--- config.mk ---
export PLATFORM = sky130hd
export DESIGN_NAME = match_watchdog
export DESIGN_NICKNAME = d
export VERILOG_FILES = /design/src/rtl/wdt_pkg.sv /design/src/rtl/wdt_counter.sv /design/src/rtl/wdt_pulse.sv /design/src/rtl/match_watchdog.sv
export SDC_FILE = /design/constraint.sdc
export NUM_CORES = 1
export LEC_CHECK = 0
export ABC_AREA = 1
export BUFFER_PORTS_ARGS = -buffer_cell sky130_fd_sc_hd__buf_2
export CAP_MARGIN = 40
export CELL_PAD_IN_SITES_DETAIL_PLACEMENT = 0
export CELL_PAD_IN_SITES_GLOBAL_PLACEMENT = 1
export CORE_ASPECT_RATIO = 0.5
export CORE_MARGIN = 2
export CORE_UTILIZATION = 43
export CTS_CLUSTER_DIAMETER = 80
export DETAILED_ROUTE_END_ITERATION = 6
export PLACE_DENSITY_LB_ADDON = 0.1
export SLEW_MARGIN = 10
export SYNTH_ARGS = -nofsm -noshare
export SYNTH_HDL_FRONTEND = slang
export SYNTH_SLANG_ARGS = --single-unit
export TNS_END_PERCENT = 1
--- constraint.sdc ---
create_clock -name clk -period 3.2 [get_ports clk]
set_input_delay 0.64 -clock clk [delete_from_list [all_inputs] [get_ports clk]]
set_output_delay 0.64 -clock clk [all_outputs]
set_load 0.005 [all_outputs]
--- src/rtl/wdt_pkg.sv ---
package wdt_pkg;

  typedef enum logic [2:0] {
    IDX_FLAG  = 3'd0,
    IDX_CTRL  = 3'd1,
    IDX_CNT   = 3'd2,
    IDX_ACT   = 3'd3,
    IDX_MATCH = 3'd4,
    IDX_PIN   = 3'd5,
    IDX_PULSE = 3'd6,
    IDX_CAUSE = 3'd7
  } reg_idx_e;

  typedef enum logic [1:0] {
    PIN_KEEP = 2'd0,
    PIN_LOW  = 2'd1,
    PIN_HIGH = 2'd2,
    PIN_FLIP = 2'd3
  } pin_act_e;

  // New pin level after a match, given the current level and the action code.
  function automatic logic pin_after_match(input logic lvl, input logic [1:0] act);
    case (pin_act_e'(act))
      PIN_KEEP: return lvl;
      PIN_LOW:  return 1'b0;
      PIN_HIGH: return 1'b1;
      default:  return ~lvl;
    endcase
  endfunction

endpackage

--- src/rtl/wdt_counter.sv ---
module wdt_counter #(
  parameter int CNT_W = 32
) (
  input  logic             clk,
  input  logic             rst_n,
  input  logic             run,
  input  logic             clr,
  input  logic             freeze,
  input  logic             dbg_halt,
  input  logic             tick_en,
  input  logic             stop_on_match,
  input  logic [CNT_W-1:0] match_val,
  output logic [CNT_W-1:0] cnt,
  output logic             hit,
  output logic             step
);

  logic eq_now;
  logic eq_q;

  // Equality is only a match in its first cycle, so a slow tick gives one event.
  assign eq_now = run && (cnt == match_val);
  assign hit    = eq_now && !eq_q;
  assign step   = run && tick_en && !(freeze && dbg_halt);

  always_ff @(posedge clk or negedge rst_n) begin
    if (!rst_n) begin
      cnt  <= '0;
      eq_q <= 1'b0;
    end else begin
      eq_q <= eq_now;
      if (clr)
        cnt <= '0;
      else if (hit && stop_on_match)
        cnt <= '0;
      else if (step)
        cnt <= cnt + 1'b1;
    end
  end

endmodule

--- src/rtl/wdt_pulse.sv ---
module wdt_pulse #(
  parameter int LEN_W = 16,
  parameter int EXTRA = 6
) (
  input  logic             clk,
  input  logic             rst_n,
  input  logic             tick_en,
  input  logic             trig,
  input  logic [LEN_W-1:0] len,
  output logic             active,
  output logic             start
);

  localparam int RW = LEN_W + 1;

  // Low time in ticks: the programmed length plus a fixed overhead.
  function automatic logic [RW-1:0] low_ticks(input logic [LEN_W-1:0] l);
    return RW'(l) + RW'(EXTRA);
  endfunction

  logic [RW-1:0] remain;

  assign start = trig && !active;

  always_ff @(posedge clk or negedge rst_n) begin
    if (!rst_n) begin
      active <= 1'b0;
      remain <= '0;
    end else if (start) begin
      active <= 1'b1;
      remain <= low_ticks(len);
    end else if (active && tick_en) begin
      if (remain <= RW'(1)) begin
        active <= 1'b0;
        remain <= '0;
      end else begin
        remain <= remain - 1'b1;
      end
    end
  end

endmodule

--- src/rtl/match_watchdog.sv ---
module match_watchdog #(
  parameter int CNT_W       = 32,
  parameter int PULSE_W     = 16,
  parameter int PULSE_EXTRA = 6
) (
  input  logic        clk,
  input  logic        rst_n,
  input  logic        por_n,
  input  logic        tick_en,
  input  logic        dbg_halt,
  input  logic        bus_wr,
  input  logic [4:0]  bus_addr,
  input  logic [31:0] bus_wdata,
  output logic [31:0] bus_rdata,
  output logic        irq,
  output logic        match_out,
  output logic        int_rst_req,
  output logic        ext_rst_n
);
  import wdt_pkg::*;

  localparam int ACT_W = 7;

  reg_idx_e           idx;
  logic               ctrl_run, ctrl_clr, ctrl_frz;
  logic [ACT_W-1:0]   act_q;
  logic [CNT_W-1:0]   match_val;
  logic [CNT_W-1:0]   cnt;
  logic               pin_lvl;
  logic [1:0]         pin_act;
  logic [PULSE_W-1:0] pulse_len;
  logic               flag_q, cause_q, int_req_q;
  logic               hit, step;
  logic               int_trig, ext_trig, pulse_active, pulse_start;

  assign idx = reg_idx_e'(bus_addr[4:2]);

  wdt_counter #(.CNT_W(CNT_W)) u_cnt (
    .clk(clk), .rst_n(rst_n), .run(ctrl_run), .clr(ctrl_clr), .freeze(ctrl_frz),
    .dbg_halt(dbg_halt), .tick_en(tick_en), .stop_on_match(act_q[2]),
    .match_val(match_val), .cnt(cnt), .hit(hit), .step(step)
  );

  assign int_trig = (hit && act_q[3]) || act_q[5];
  assign ext_trig = (hit && act_q[4]) || act_q[6];

  wdt_pulse #(.LEN_W(PULSE_W), .EXTRA(PULSE_EXTRA)) u_pulse (
    .clk(clk), .rst_n(rst_n), .tick_en(tick_en), .trig(ext_trig),
    .len(pulse_len), .active(pulse_active), .start(pulse_start)
  );

  always_ff @(posedge clk or negedge rst_n) begin
    if (!rst_n) begin
      ctrl_run  <= 1'b0;
      ctrl_clr  <= 1'b0;
      ctrl_frz  <= 1'b0;
      act_q     <= '0;
      match_val <= '0;
      pin_lvl   <= 1'b0;
      pin_act   <= 2'd0;
      pulse_len <= '0;
      flag_q    <= 1'b0;
      int_req_q <= 1'b0;
    end else begin
      int_req_q <= int_trig;
      if (bus_wr && idx == IDX_CTRL) begin
        ctrl_run <= bus_wdata[0];
        ctrl_clr <= bus_wdata[1];
        ctrl_frz <= bus_wdata[2];
      end
      if (hit && act_q[2]) ctrl_run <= 1'b0;
      if (bus_wr && idx == IDX_ACT)   act_q     <= bus_wdata[ACT_W-1:0];
      if (bus_wr && idx == IDX_MATCH) match_val <= bus_wdata[CNT_W-1:0];
      if (bus_wr && idx == IDX_PULSE) pulse_len <= bus_wdata[PULSE_W-1:0];
      if (bus_wr && idx == IDX_PIN) begin
        pin_lvl <= bus_wdata[0];
        pin_act <= bus_wdata[5:4];
      end
      if (hit) pin_lvl <= pin_after_match(pin_lvl, pin_act);
      if (bus_wr && idx == IDX_FLAG && bus_wdata[0]) flag_q <= 1'b0;
      if (hit) flag_q <= 1'b1;
    end
  end

  // Cause flag lives in the power-on domain so it survives the system reset.
  always_ff @(posedge clk or negedge por_n) begin
    if (!por_n)
      cause_q <= 1'b0;
    else if (int_trig || ext_trig)
      cause_q <= 1'b1;
  end

  always_comb begin
    bus_rdata = '0;
    case (idx)
      IDX_FLAG:  bus_rdata[0] = flag_q;
      IDX_CTRL:  bus_rdata[2:0] = {ctrl_frz, ctrl_clr, ctrl_run};
      IDX_CNT:   bus_rdata[CNT_W-1:0] = cnt;
      IDX_ACT:   bus_rdata[ACT_W-1:0] = act_q;
      IDX_MATCH: bus_rdata[CNT_W-1:0] = match_val;
      IDX_PIN:   bus_rdata[5:0] = {pin_act, 3'b000, pin_lvl};
      IDX_PULSE: bus_rdata[PULSE_W-1:0] = pulse_len;
      default:   bus_rdata[0] = cause_q;
    endcase
  end

  assign irq         = flag_q && act_q[0];
  assign match_out   = pin_lvl;
  assign int_rst_req = int_req_q;
  assign ext_rst_n   = ~pulse_active;

endmodule

==> impl_metrics.csv <==
group,metric,value,unit
yosys,synth_edf_count,0,
global_route,gr-usage-met2,0.394,
critical_path,startpoint_type,"input port",
yosys,ys_top_cells_by_count,"247 x nand2_1, 122 x inv_1, 115 x dfrtp_1, 109 x nor2_1, 70 x nand3_1",
yosys,ys_ff_latch,115,
timing,worstMarginPinSlew,639,ps
critical_path,arrival,1960,ps
layout,nets,1102,
timing,rsz0062_at_grt,"no",
placement,dpl.hpwl,15.7,mm
routing,wl_per_cell,16.2,um
global_route,grt_start_max_net_pins,48,
clock_network,cts_tree,"built",
global_route,grt_antenna_before_repair,0,
yosys,syn-num-nets,1018,
timing,period_needed,2600,ps
power,p_leak,3.99,nW
power,p_comb_frac,0.225,
yosys,synth_top_area_cell,"dfrtp_1",
critical_path,required,2560,ps
power,switching_share,0.334,
routing,drc,0,
yosys,synth_area_leaders,"dfrtp_1 41%, nand2_1 13%, inv_1 6.5%, nor2_1 5.8%, nand3_1 5.0%",
clock_network,clk_latency,420,ps
global_route,grt_use_total,0.258,
critical_path,worstRegToRegCells,9,
placement,port_buffers,76,
clock_network,postCtsSetupBuffers,0,
power,clockPowerShare,0.385,
power,power.density,613,mW/mm^2
critical_path,worstSetupEndpointType,"output port",
power,power.total,5.06,mW
clock_network,cts_buffers,17,
critical_path,path_max_fanout,24,
timing,final.setup_skew,9.09,ps
timing,fin_setup_tns,0,ps
clock_network,cts_hold_buf,1,
die,die_w,184,um
global_route,busiest_layer,"met2",
placement,routabilityCongestion,0.877,
die,die-area,0.0174,sq mm
die,rows,32,
clock_network,cts-root-buf,"clkbuf_16",
layout,syn_to_final_growth,18.0,%
clock_network,cts.sinks,115,
clock_network,clk_pin_slew,60,ps
routing,ant_nets,0,
outcome,status,"completed",
global_route,gr-total-overflow,0,
die,ios,79,
clock_network,postCtsResizedCells,0,
global_route,use_met1,0.382,
die,core,0.0157,sq mm
layout,diodes,0,
placement,place_ws,618,ps
power,seq_power_share,0.391,
yosys,syn_inst,969,
run,maxCapViolations,0,
layout,drive_gt1_frac,0.138,
die,initial_utilization,0.447,
timing,max-slew-margin-rel,0.574,
yosys,async_flop_share,1.00,
global_route,grt_pass1_vias,6412,
timing,setup_violations,0,
hold_path,worst_hold_path_type,"input port to asynchronous set/reset pin",
yosys,avgSynthCellArea,7.22,sq um
yosys,synthDominantCellAreaShare,0.411,
power,ir_worst_vdd,370,uV
clock_network,htree_levels,4,
global_route,grt_pass1_wl,34.2,mm
layout,nFillCells,1539,
timing,finalHoldViolations,0,
yosys,synth.most_common_cell,"nand2_1",
yosys,ys.flop_type,"dfrtp_1",
power,p_int,3.37,mW
clock_network,clock_path_buffers,2,
routing,dr.pass1.iters,5,
routing,vias_per_cell,5.18,
timing,setup_slack,599,ps
die,dieHeight,94.2,um
timing,fin_crit_sh,0.813,
power,switchingPower,1.69,mW
timing,drv_slew,0,
yosys,synthesis.area,0.00700,sq mm
routing,drtIter0Drc,434,
layout,postLayoutCoreUtil,0.528,
global_route,use_met3,0.0442,
routing,via_count,6662,
yosys,ys_warn_count,0,
critical_path,crit_type,"input port to output port",
timing,max_freq,385,MHz
yosys,ys_types,49,
yosys,synth_seq_area_share,0.411,
routing,wirelength,20.8,mm
[sequential cells by signal (all words and copies together) (netlist names)]
register and cells:
match_val 32, u_cnt.cnt 32, u_pulse.remain 17, pulse_len 16
act_q 7, pin_act 2, cause_q 1, ctrl_clr 1
ctrl_frz 1, ctrl_run 1, flag_q 1, int_rst_req 1
match_out 1, u_cnt.eq_q 1, u_pulse.active 1
[worst max-delay path: stages]
cell and delay [ps]:
buf_2 130, nor2_1 60, nand2_1 80, buf_4 320, o21ai_0 140, a2111oi_0 370, nand2_1 80, buf_2 140
[cells by family after synthesis]
kind of cell | count (synthesis) | synth area share
DFF | 115 | 0.411
adders and majority gates | 6 | 0.0107
xor gates and xnor gates | 41 | 0.0513
buffers and inverters | 159 | 0.0885
AOI/OAI and AO/OA | 142 | 0.118
and+or+nand+nor | 502 | 0.314
muxes | 4 | 0.00644
[cells in the final DEF (no fill, tap or decap), types with 13 or more instances in the layout]
master,n
dfrtp_1,115
nor3_1,28
xor2_1,25
a21oi_1,26
xnor2_1,16
nor2_1,109
nand4_1,16
nand2_1,246
o21ai_0,68
buf_2,75
nand3_1,70
buf_4,13
inv_1,122
clkbuf_16,17
o22ai_1,16
[power by group through the flow]
| stage | combinational (mW) | sequential (mW) | clock [mW] |
|---|---|---|---|
| after CTS | 1.14 | 1.97 | 1.97 |
| after floorplan | 0.821 | 1.92 | 0 |
| after global placement | 1.12 | 1.99 | 0 |
| after global routing | 1.32 | 2.02 | 2.04 |
| final | 1.14 | 1.98 | 1.95 |
| after detailed placement | 1.14 | 1.99 | 0 |
[final timing paths]
path / from / end / slack, ps
worst max-delay path: bus_addr[3] / bus_rdata[0] / 600
worst min-delay path: rst_n / u_pulse.remain[2]$_DFFE_PN0P_ / 240
worst max register to register: u_cnt.cnt[10]$_DFFE_PN0P_ / u_cnt.cnt[27]$_DFFE_PN0P_ / 690
worst min register to register: match_val[0]$_DFFE_PN0P_ / match_val[0]$_DFFE_PN0P_ / 490
max in group asynchronous: rst_n / match_val[25]$_DFFE_PN0P_ / 2160
min in group clk: bus_wdata[16] / match_val[16]$_DFFE_PN0P_ / 460
[metrics by stage]
step	cells	instance area, sq um	hold WS, ps
3_5_place_dp	1253	7650	434
3_3_place_gp	1253	7650	436
2_1_floorplan	969	7000	344
5_1_grt	1287	8260	287
4_1_cts	1286	8250	277
6_report	1287	8260	242
[layout make-up]
cell class              count  area (sq um)  area share
clock buffers              21           450      0.0545
clock inverters            11           135      0.0164
inverters                 133           499      0.0604
multi-input cells         695          3500       0.424
flip-flops and latches    115          2880       0.348
well taps                 221           277      0.0335
repair buffers             91           518      0.0627
[layer usage]
layer / part of all wire / routed length [um]
met4: 0.0079 / 164
met2: 0.44 / 9080
met5: 0 / 0
met3: 0.048 / 1000
met1: 0.51 / 10600
Note: power is estimated with default switching activity, not from simulation.
